`src/rtl/fsync_pkg.sv`:
```
package fsync_pkg;
    typedef enum logic [1:0] {
        ST_IDLE,
        ST_SYNC,
        ST_SHIFT
    } fsync_state_t;
endpackage

```
`src/rtl/fsync_clk.sv`:
```
module fsync_clk #(
    parameter int HALF = 3
) (
    input  logic clk,
    input  logic rst_n,
    input  logic clk_master,
    input  logic launch_rise,
    input  logic sclk_in,
    output logic sclk_out,
    output logic launch_tick,
    output logic sample_tick
);
    localparam int CW = (HALF > 1) ? $clog2(HALF) : 1;

    logic [CW-1:0] div_q;
    logic          sck_q;
    logic          sck_prev;
    logic          sck_eff;
    logic          rise;
    logic          fall;

    // free-running divider: the clock never stops in framed mode
    always_ff @(posedge clk or negedge rst_n) begin
        if (!rst_n) begin
            div_q    <= '0;
            sck_q    <= 1'b0;
            sck_prev <= 1'b0;
        end else begin
            sck_prev <= sck_eff;
            if (div_q == CW'(HALF - 1)) begin
                div_q <= '0;
                sck_q <= ~sck_q;
            end else begin
                div_q <= div_q + CW'(1);
            end
        end
    end

    always_comb begin
        sck_eff     = clk_master ? sck_q : sclk_in;
        rise        = sck_eff & ~sck_prev;
        fall        = ~sck_eff & sck_prev;
        launch_tick = launch_rise ? rise : fall;
        sample_tick = launch_rise ? fall : rise;
    end

    assign sclk_out = sck_q;

    // after a toggle the generated clock holds for at least one cycle
    a_r2_toggle_hold: assert property (@(posedge clk) disable iff (!rst_n)
        (sck_q != $past(sck_q)) |=> $stable(sck_q));
endmodule

```
`src/rtl/fsync_seq.sv`:
```
module fsync_seq
    import fsync_pkg::*;
#(
    parameter int W = 8
) (
    input  logic         clk,
    input  logic         rst_n,
    input  logic         en,
    input  logic         frm_master,
    input  logic         frm_early,
    input  logic         idle_zero,
    input  logic         fs_seen,
    input  logic         launch_tick,
    input  logic         sample_tick,
    input  logic [W-1:0] tx_word,
    output logic         ser_out,
    output logic         fs_act,
    output logic         cap,
    output logic         last
);
    localparam int CW = (W > 1) ? $clog2(W) : 1;

    fsync_state_t  state_q, state_d;
    logic [CW-1:0] cnt_q;
    logic [CW-1:0] cnt_m1;
    logic [W-1:0]  word_q;
    logic          sdo_q;
    logic          mst_start;
    logic          slv_early;
    logic          slv_coin;
    logic          pulse_ok;

    always_comb begin
        pulse_ok  = sample_tick && (state_q == ST_IDLE) && !frm_master && en && fs_seen;
        mst_start = launch_tick && (state_q == ST_IDLE) && frm_master && en;
        slv_early = pulse_ok && frm_early;
        slv_coin  = pulse_ok && !frm_early;
        cnt_m1    = cnt_q - CW'(1);
    end

    // state register
    always_ff @(posedge clk or negedge rst_n) begin
        if (!rst_n) state_q <= ST_IDLE;
        else        state_q <= state_d;
    end

    // next state
    always_comb begin
        state_d = state_q;
        unique case (state_q)
            ST_IDLE: begin
                if (mst_start)      state_d = frm_early ? ST_SYNC : ST_SHIFT;
                else if (slv_early) state_d = ST_SYNC;
                else if (slv_coin)  state_d = ST_SHIFT;
            end
            ST_SYNC:  if (launch_tick) state_d = ST_SHIFT;
            ST_SHIFT: if (launch_tick && cnt_q == '0) state_d = ST_IDLE;
            default:  state_d = ST_IDLE;
        endcase
    end

    // outputs and datapath
    always_ff @(posedge clk or negedge rst_n) begin
        if (!rst_n) begin
            cnt_q  <= '0;
            word_q <= '0;
            sdo_q  <= 1'b0;
            fs_act <= 1'b0;
        end else begin
            unique case (state_q)
                ST_IDLE: begin
                    if (mst_start) begin
                        word_q <= tx_word;
                        fs_act <= 1'b1;
                        if (!frm_early) begin
                            cnt_q <= CW'(W - 1);
                            sdo_q <= tx_word[W-1];
                        end
                    end else if (slv_early) begin
                        word_q <= tx_word;
                    end else if (slv_coin) begin
                        word_q <= tx_word;
                        cnt_q  <= CW'(W - 1);
                        sdo_q  <= tx_word[W-1];
                    end
                end
                ST_SYNC: if (launch_tick) begin
                    fs_act <= 1'b0;
                    cnt_q  <= CW'(W - 1);
                    sdo_q  <= word_q[W-1];
                end
                ST_SHIFT: if (launch_tick) begin
                    fs_act <= 1'b0;
                    if (cnt_q == '0) begin
                        if (idle_zero) sdo_q <= 1'b0;
                    end else begin
                        cnt_q <= cnt_m1;
                        sdo_q <= word_q[cnt_m1];
                    end
                end
                default: ;
            endcase
        end
    end

    always_comb begin
        ser_out = ((state_q == ST_IDLE) && !frm_master && !frm_early) ? tx_word[W-1] : sdo_q;
        cap     = sample_tick && ((state_q == ST_SHIFT) || slv_coin);
        last    = (state_q == ST_SHIFT) && (cnt_q == '0);
    end

    // the sync pulse is cleared at the launch edge that ends its bit
    a_r5_fs_one_bit: assert property (@(posedge clk) disable iff (!rst_n)
        (fs_act && launch_tick) |=> !fs_act);
    // only a frame master raises the pulse
    a_r5_fs_master_only: assert property (@(posedge clk) disable iff (!rst_n)
        fs_act |-> frm_master);
    // a word in progress is never abandoned
    a_r9_word_holds: assert property (@(posedge clk) disable iff (!rst_n)
        (state_q == ST_SHIFT && cnt_q != '0) |=> (state_q == ST_SHIFT));
    // the idle output level does not move while idle
    a_r10_idle_stable: assert property (@(posedge clk) disable iff (!rst_n)
        (state_q == ST_IDLE && $past(state_q) == ST_IDLE) |-> $stable(sdo_q));
endmodule

```
`src/rtl/fsync_rx.sv`:
```
module fsync_rx #(
    parameter int W = 8
) (
    input  logic         clk,
    input  logic         rst_n,
    input  logic         cap,
    input  logic         last,
    input  logic         ser_in,
    output logic [W-1:0] rx_word,
    output logic         rx_valid
);
    logic [W-1:0] sr_q;
    logic [W-1:0] sr_nx;

    assign sr_nx = {sr_q[W-2:0], ser_in};

    always_ff @(posedge clk or negedge rst_n) begin
        if (!rst_n) begin
            sr_q     <= '0;
            rx_word  <= '0;
            rx_valid <= 1'b0;
        end else begin
            rx_valid <= cap && last;
            if (cap) sr_q <= sr_nx;
            if (cap && last) rx_word <= sr_nx;
        end
    end

    // each word is announced by a single-cycle strobe
    a_r6_valid_single: assert property (@(posedge clk) disable iff (!rst_n)
        rx_valid |=> !rx_valid);
endmodule

```
`src/rtl/fsync_spi_ctrl.sv`:
```
module fsync_spi_ctrl #(
    parameter int W    = 8,
    parameter int HALF = 3
) (
    input  logic         clk,
    input  logic         rst_n,
    input  logic         en,
    input  logic         clk_master,
    input  logic         frm_master,
    input  logic         frm_early,
    input  logic         fs_high,
    input  logic         launch_rise,
    input  logic         idle_zero,
    input  logic [W-1:0] tx_word,
    input  logic         sclk_in,
    output logic         sclk_out,
    output logic         sclk_oe,
    input  logic         fsync_in,
    output logic         fsync_out,
    output logic         fsync_oe,
    input  logic         ser_in,
    output logic         ser_out,
    output logic [W-1:0] rx_word,
    output logic         rx_valid
);
    logic launch_tick;
    logic sample_tick;
    logic fs_act;
    logic cap;
    logic last;
    logic fs_seen;

    assign fs_seen   = (fsync_in == fs_high);
    assign fsync_out = fs_high ? fs_act : ~fs_act;
    assign fsync_oe  = frm_master;
    assign sclk_oe   = clk_master;

    fsync_clk #(.HALF(HALF)) u_clk (
        .clk(clk), .rst_n(rst_n), .clk_master(clk_master),
        .launch_rise(launch_rise), .sclk_in(sclk_in), .sclk_out(sclk_out),
        .launch_tick(launch_tick), .sample_tick(sample_tick)
    );

    fsync_seq #(.W(W)) u_seq (
        .clk(clk), .rst_n(rst_n), .en(en), .frm_master(frm_master),
        .frm_early(frm_early), .idle_zero(idle_zero), .fs_seen(fs_seen),
        .launch_tick(launch_tick), .sample_tick(sample_tick), .tx_word(tx_word),
        .ser_out(ser_out), .fs_act(fs_act), .cap(cap), .last(last)
    );

    fsync_rx #(.W(W)) u_rx (
        .clk(clk), .rst_n(rst_n), .cap(cap), .last(last), .ser_in(ser_in),
        .rx_word(rx_word), .rx_valid(rx_valid)
    );

    // launch and sample never fall in the same cycle
    a_r6_tick_apart: assert property (@(posedge clk) disable iff (!rst_n)
        !(launch_tick && sample_tick));
endmodule

```
`config.mk`:
```
export PLATFORM = sky130hd
export DESIGN_NAME = fsync_spi_ctrl
export DESIGN_NICKNAME = d
export VERILOG_FILES = /design/src/rtl/fsync_pkg.sv /design/src/rtl/fsync_clk.sv /design/src/rtl/fsync_seq.sv /design/src/rtl/fsync_rx.sv /design/src/rtl/fsync_spi_ctrl.sv
export SDC_FILE = /design/constraint.sdc
export NUM_CORES = 1
export LEC_CHECK = 0
export BUFFER_PORTS_ARGS = -buffer_cell sky130_fd_sc_hd__buf_2
export CELL_PAD_IN_SITES_DETAIL_PLACEMENT = 1
export CELL_PAD_IN_SITES_GLOBAL_PLACEMENT = 1
export CORE_UTILIZATION = 40
export CTS_BUF_LIST = sky130_fd_sc_hd__clkbuf_2
export DETAILED_ROUTE_END_ITERATION = 12
export PLACE_DENSITY_LB_ADDON = 0.1
export SLEW_MARGIN = 10
export SYNTH_ARGS = -nofsm -noshare
export SYNTH_HDL_FRONTEND = slang
export SYNTH_HIERARCHICAL = 1
export SYNTH_SLANG_ARGS = --single-unit
```
`constraint.sdc`:
```
create_clock -name clk -period 2.3 [get_ports clk]
set_clock_uncertainty 0.15 [all_clocks]
set_input_delay 0.23 -clock clk [delete_from_list [all_inputs] [get_ports clk]]
set_output_delay 0.23 -clock clk [all_outputs]
set_load 0.05 [all_outputs]
```
==> summary.txt, run 1 <==
Drt
  • Number of routed nets with antenna violations: 0
  • Total met2 wirelength after detailed routing: 2150 µm
  • Via density per instance: 5.20
  • Detailed-routing iteration count for the pre-antenna-repair pass: 3
  • Total number of vias: 1,332
  • Overall routed net length: 4000 µm
  • Met3 routed WL: 129 µm
  • Wire length per cell after detailed routing: 15.6 µm
  • Number of DRC markers in iteration 0: 37
  • Routed metal-1 wirelength: 1670 µm
  • Highest metal layer with signal wires: met4
  • DRC viols: 0

CTS
  • Clock transition at the registers of the reported paths: 190 ps
  • Root buf cell: sky130_fd_sc_hd__clkbuf_2
  • TritonCTS buffer count: 5
  • Clock tree buffer depth: 2
  • Clock tree from TritonCTS: built
  • Later-pin clock latency in the skew report: 380 ps
  • Level count of the clock H-tree: 2
  • Number of clock sinks seen by CTS: 35

Timing
  • Relative max-transition margin: 0.500
  • Least-Margin Pin Slew: 750 ps
  • Fin crit period: 2380 ps
  • Share of the cycle needed by the critical path after routing: 1.03
  • Final worst setup slack: -75.7 ps
  • Highest attainable clock frequency: 0.421 GHz
  • Final setup violation count: 3
  • Final-report hold violation count: 0
  • Final slew viol count: 0
  • Setup repair after global routing missed its margin: yes

Power and ir drop
  • Net Sw Frac: 0.348
  • Power Dens Cells: 978 nW/µm²
  • Internal power component: 0.00156 W
  • Sequential Power Share: 0.378
  • Comb power frac: 0.457
  • Maximum ir drop on the vdd rail: 0.000725 V
  • Share of power burned in the clock network: 0.165
  • Net Switching: 0.000831 W
  • Final Power: 0.00239 W
  • Leakage: 1.21 nW

Placement
  • Number of buffers inserted by port buffering: 33
  • Routability Congestion: 0.782
  • DP HPWL: 2910 µm
  • Number of placed cells counting well taps: 233

Run
  • Count of maximum capacitance violations: 0

Synth
  • Ys async rst share: 1.00
  • Net count of the mapped netlist: 167
  • Synthesized area per cell: 13.2 µm²
  • Cell taking the most area after synthesis: sky130_fd_sc_hd__dfrtp_1
  • Synth Instances: 140
  • Count of yosys warnings during synthesis: 6
  • Top cell type's share of synthesized area: 0.475
  • EDFF count, synth: 0
  • Most frequent cells after synthesis: sky130_fd_sc_hd__dfrtp_1, sky130_fd_sc_hd__mux2_2, sky130_fd_sc_hd__mux2_4
  • Synth Flop Type: sky130_fd_sc_hd__dfrtp_1
  • Register bit total from synthesis: 35
  • Cells taking the most area after synthesis: sky130_fd_sc_hd__dfrtp_1, sky130_fd_sc_hd__mux2_2, sky130_fd_sc_hd__mux2_4
  • Synthesized area: 1840 µm²
  • Most numerous cell in the Yosys netlist: sky130_fd_sc_hd__dfrtp_1
  • Part of the Yosys area used for sequential elements: 0.475
  • Number of distinct standard cells referenced by the synthesized netlist: 43

Setup path
  • R2R depth: 6
  • Crit. End Element: flip-flop
  • Worst Path Max Fanout: 4
  • Flop2flop setup slack: -80 ps
  • Type of origin of the critical path: flip-flop
  • CP Class: reg2reg
  • Worst reg2reg path endpoint: u_seq/cnt_q[1]$_DFFE_PN0P_
  • Data required time at the worst endpoint: 2420 ps
  • Worst R2R Start: u_clk/sclk_out$_DFFE_PN0N_
  • Data arrival at the endpoint of the critical path: 2500 ps

Die
  • Number of core rows: 24
  • Die footprint: 4890 µm²
  • Placeable Area: 4380 µm²
  • Die span in x: 69.9 µm
  • Starting density of the core: 0.421
  • Die Y: 69.9 µm
  • Number of primary I/O pins: 34

Finish
  • Fraction of layout instances using a drive strength above 1: 0.520
  • Nets: 230
  • Total area of sequential cells: 877 µm²
  • Combined area of the multi-input logic cells: 977 µm²
  • Fill cell instance count of the final layout: 467
  • Diode count: 0
  • Non-filler cells in the finished layout: 256
  • Area added between synthesis and finish: 32.4%
  • Core Util, Final: 0.557

Worst hold path
  • Path class of the lowest-slack min-delay path: in2reg
  • WHS Endpoint: u_clk/sck_prev$_DFF_PN0_
  • Launch point of the worst hold path: sclk_in
  • Worst hold path stage count: 3

Global routing
  • Global-route wire length before repair: 6840 µm
  • Grt ovf: 0
  • Via count of the first global-routing pass: 1,439
  • Antenna violations before repair: 0
  • Largest net degree at the start of global routing: 36
  • Total track usage: 0.178

Outcome
  • Failing checks: setup timing
  • Outcome: finished with violations
## how the worst max path moves through the flow
stage / start / to / slack (ps) / cells after the start
6_report: u_clk/sclk_out$_DFFE_PN0N_ / u_seq/cnt_q[1]$_DFFE_PN0P_ / -80 / 6
5_1_grt: u_clk/sclk_out$_DFFE_PN0N_ / u_seq/cnt_q[1]$_DFFE_PN0P_ / -130 / 6
4_1_cts: u_clk/sclk_out$_DFFE_PN0N_ / u_seq/cnt_q[1]$_DFFE_PN0P_ / -80 / 6
3_5_place_dp: u_clk/sclk_out$_DFFE_PN0N_ / u_seq/cnt_q[1]$_DFFE_PN0P_ / -150 / 6
3_3_place_gp: u_clk/sclk_out$_DFFE_PN0N_ / u_seq/cnt_q[1]$_DFFE_PN0P_ / -70 / 6
2_1_floorplan: u_clk/sclk_out$_DFFE_PN0N_ / u_seq/cnt_q[0]$_DFFE_PN0P_ / -230 / 7
## worst max-delay path: stages, from the launching register on
cell                      delay [ps]
sky130_fd_sc_hd__dfrtp_2         440
sky130_fd_sc_hd__mux2_4          280
sky130_fd_sc_hd__mux2i_4         200
sky130_fd_sc_hd__and4_4          160
sky130_fd_sc_hd__or4_4           520
sky130_fd_sc_hd__a21oi_4         190
sky130_fd_sc_hd__mux2_4          320
## cell families after synthesis
group	Yosys count	share of synthesized area
multiplexers	33	0.230
adder cells (fa/ha/maj)	7	0.0475
AO/OA/AOI/OAI	20	0.0889
flip-flops	35	0.475
AND/OR/NAND/NOR	29	0.106
buffers and inverters	13	0.0387
XOR/XNOR	3	0.0142
## registers in the layout, indices dropped and copies added, names as in the netlist
signal          cells
u_seq/sdo_q         1
u_clk/sck_prev      1
u_seq/word_q        8
u_clk/div_q         2
u_rx/sr_q           7
u_rx/rx_valid       1
u_seq/fs_act        1
u_clk/sclk_out      1
u_rx/rx_word        8
u_seq/cnt_q         3
u_seq/state_q       2
## power groups by stage
stage / registers, W / logic (W) / clock network, W
6_report: 0.000904 / 0.00109 / 0.000394
2_1_floorplan: 0.000887 / 0.000694 / 0
3_5_place_dp: 0.000922 / 0.000926 / 0
3_3_place_gp: 0.000907 / 0.000896 / 0
5_1_grt: 0.000927 / 0.00119 / 0.000438
4_1_cts: 0.000902 / 0.00103 / 0.000416
## cells in the final DEF (no fill, tap or decap), drive strengths merged, types with 5 or more instances in the layout
cell type,count
clkbuf,5
nor2,5
nand2,7
dlygate4sd3,10
dfrtp,35
ha,7
inv,9
mux2,28
buf,51
## timing repair
item                       4_1_cts  5_1_grt
setup endpoints to repair        4       22
buffers inserted                 3        2
resized for setup                7        9
hold endpoints to repair        45        0
hold buffers                    10        0
pin swaps                        3        2
## area by class of cell
cell class                      count  area share
Inverter                            8      0.0123
Tap cell                           52      0.0266
Clock buffer                        5      0.0102
Sequential cell                    35       0.359
Timing Repair Buffer               61       0.174
Multi-Input combinational cell     92       0.400
Clock inverter                      3      0.0174
## metal layers
| metal | vias to the layer above | global-route usage |
|---|---|---|
| met2 | 27 | 0.318 |
| met1 | 669 | 0.215 |
| met4 | 0 | 0.0467 |
| met3 | 5 | 0.0433 |
| li1 | 631 | - |
| met5 | - | 0 |
## metrics by stage
step / hold WS [ps] / setup TNS [ps] / cell area (µm²) / setup slack (ps)
floorplan: -216 / -671 / 1860 / -231
global placement: 188 / -188 / 2170 / -72.8
detailed placement: 201 / -374 / 2170 / -151
CTS: 41.6 / -200 / 2400 / -84.1
global route: 49.1 / -527 / 2440 / -132
finish: 71.7 / -135 / 2440 / -75.7
Power figures use the tool's default switching activity.
==> run 2, diff against run 1 <==
- SKIP_CTS_REPAIR_TIMING: default -> 1
- clock period: 2.3 -> 2.85 ns (I/O delays scaled with it)
==> summary.txt, run 2 (synthesis results as in run 1) <==
Outcome
  • Outcome: finished, final reports clean

Die
  • Die Y: 69.9 µm
  • Die footprint: 4890 µm²
  • Die span in x: 69.9 µm
  • Number of core rows: 24
  • Number of primary I/O pins: 34
  • Placeable Area: 4380 µm²
  • Starting density of the core: 0.421

CTS
  • Clock transition at the registers of the reported paths: 190 ps
  • Later-pin clock latency in the skew report: 380 ps
  • Clock tree from TritonCTS: built
  • Root buf cell: sky130_fd_sc_hd__clkbuf_2
  • Level count of the clock H-tree: 2
  • TritonCTS buffer count: 5
  • Number of clock sinks seen by CTS: 35
  • Clock tree buffer depth: 2

Finish
  • Non-filler cells in the finished layout: 238
  • Top flop regs: u_rx/rx_word (8), u_seq/word_q (8), u_rx/sr_q (7)
  • Most common cell after layout, fill and taps aside: sky130_fd_sc_hd__dfrtp_1
  • Total area of sequential cells: 876 µm²
  • Combined area of the multi-input logic cells: 897 µm²
  • Fraction of layout instances using a drive strength above 1: 0.414
  • Diode count: 0
  • Fill cell instance count of the final layout: 477
  • Area added between synthesis and finish: 18.3%
  • Most used cells in the layout excluding fill and tap cells: sky130_fd_sc_hd__dfrtp_1, sky130_fd_sc_hd__buf_2, sky130_fd_sc_hd__mux2_2
  • Nets: 213

Setup path
  • Crit path max-delay cell type: sky130_fd_sc_hd__dlygate4sd3_1
  • Crit. End Element: flip-flop
  • CP Class: in2reg
  • Slowest cell delay on critical path: 540 ps
  • Data arrival at the endpoint of the critical path: 2800 ps
  • Data required time at the worst endpoint: 2970 ps
  • Type of origin of the critical path: input port
  • Worst Path Max Fanout: 5
  • Cells along the critical path: dlygate4sd3_1 -> buf_2 -> mux2_4 -> mux2i_1 -> o21ba_2 -> or4_4 -> a21oi_2 -> mux2_1

Drt
  • Overall routed net length: 3840 µm
  • DRC viols: 0
  • Detailed-routing iteration count for the pre-antenna-repair pass: 4
  • Via density per instance: 5.29
  • Number of routed nets with antenna violations: 0
  • Total number of vias: 1,260
  • Wire length per cell after detailed routing: 16.1 µm
  • Number of DRC markers in iteration 0: 29

Placement
  • Number of buffers inserted by port buffering: 33
  • Routability Congestion: 0.790
  • Number of placed cells counting well taps: 220
  • Pre-CTS setup slack: 269 ps
  • DP HPWL: 2820 µm

Power and ir drop
  • Leakage: 1.08 nW
  • Maximum ir drop on the vdd rail: 0.000312 V
  • Internal power component: 0.00103 W
  • Sequential Power Share: 0.447
  • Final Power: 0.00165 W
  • Share of power burned in the clock network: 0.134
  • Comb power frac: 0.419
  • Power Dens Cells: 756 nW/µm²
  • Net Switching: 0.000620 W
  • Net Sw Frac: 0.375

Timing
  • Final-report hold violation count: 0
  • Final slew viol count: 0
  • Setup repair after global routing missed its margin: no
  • Final worst setup slack: 173 ps
  • Share of the cycle needed by the critical path after routing: 0.939
  • Relative max-transition margin: 0.483
  • Fin crit period: 2680 ps
  • Highest attainable clock frequency: 0.374 GHz
  • Post-route setup TNS: 0 ps
  • Least-Margin Pin Slew: 776 ps
  • Final Hold Slack: 63.4 ps
  • Final setup violation count: 0

Global routing
  • Total track usage: 0.175
  • Global-route wire length before repair: 6570 µm
  • Via count of the first global-routing pass: 1,356
  • Grt ovf: 0
  • Antenna violations before repair: 0
  • Largest net degree at the start of global routing: 36

Worst hold path
  • Path class of the lowest-slack min-delay path: in2reg

Run
  • Count of maximum capacitance violations: 0
-- run 2: final cells by class --
| class | instances | share of cell area |
|---|---|---|
| multi-input combinational | 92 | 0.411 |
| sequential | 35 | 0.401 |
| timing repair buffer | 44 | 0.126 |
| tap | 52 | 0.0298 |
| inverter | 8 | 0.0138 |
| clock buffer | 5 | 0.0115 |
| clock inverter | 2 | 0.00631 |
-- run 2: path summary, 6_finish.rpt --
check | from | to | slack [ps] | cells after the start
min in group asynchronous | rst_n | u_seq/state_q[1]$_DFFE_PN0P_ | 330 | 2
min | frm_early | u_seq/state_q[0]$_DFFE_PN0P_ | 60 | 2
max reg2reg | u_clk/sclk_out$_DFFE_PN0N_ | u_seq/cnt_q[1]$_DFFE_PN0P_ | 290 | 6
min reg2reg | u_clk/div_q[0]$_DFF_PN0_ | u_clk/div_q[0]$_DFF_PN0_ | 300 | 1
max | sclk_in | u_seq/cnt_q[1]$_DFFE_PN0P_ | 170 | 8
max in group asynchronous | rst_n | u_clk/sck_prev$_DFF_PN0_ | 1710 | 2
-- run 2: power by group through the flow --
stage,registers (W),logic (W),clock network (W)
3_3_place_gp,0.000741,0.000655,0
5_1_grt,0.000760,0.000761,0.000259
6_report,0.000737,0.000692,0.000222
2_1_floorplan,0.000715,0.000543,0
4_1_cts,0.000739,0.000688,0.000238
3_5_place_dp,0.000750,0.000682,0
-- run 2: critical path, delay by kind of cell --
| kind | cells | cell delay [ps] |
|---|---|---|
| AO/OA/AOI/OAI | 2 | 430 |
| multiplexers | 3 | 980 |
| buffers and inverters | 2 | 660 |
| AND/OR/NAND/NOR | 1 | 460 |
-- run 2: layer usage --
layer / up-vias / track usage / routed length (µm)
li1: 597 / - / -
met4: 0 / 0.0667 / 55
met2: 28 / 0.292 / 1910
met5: - / 0 / 0
met3: 5 / 0.0519 / 156
met1: 630 / 0.214 / 1720
-- run 2: per-stage QoR --
step	cell area, µm²	utilization
detailed placement	2030	0.464
floorplan	1840	-
global placement	2030	0.464
finish	2180	0.498
CTS	2070	0.473
global route	2180	0.498
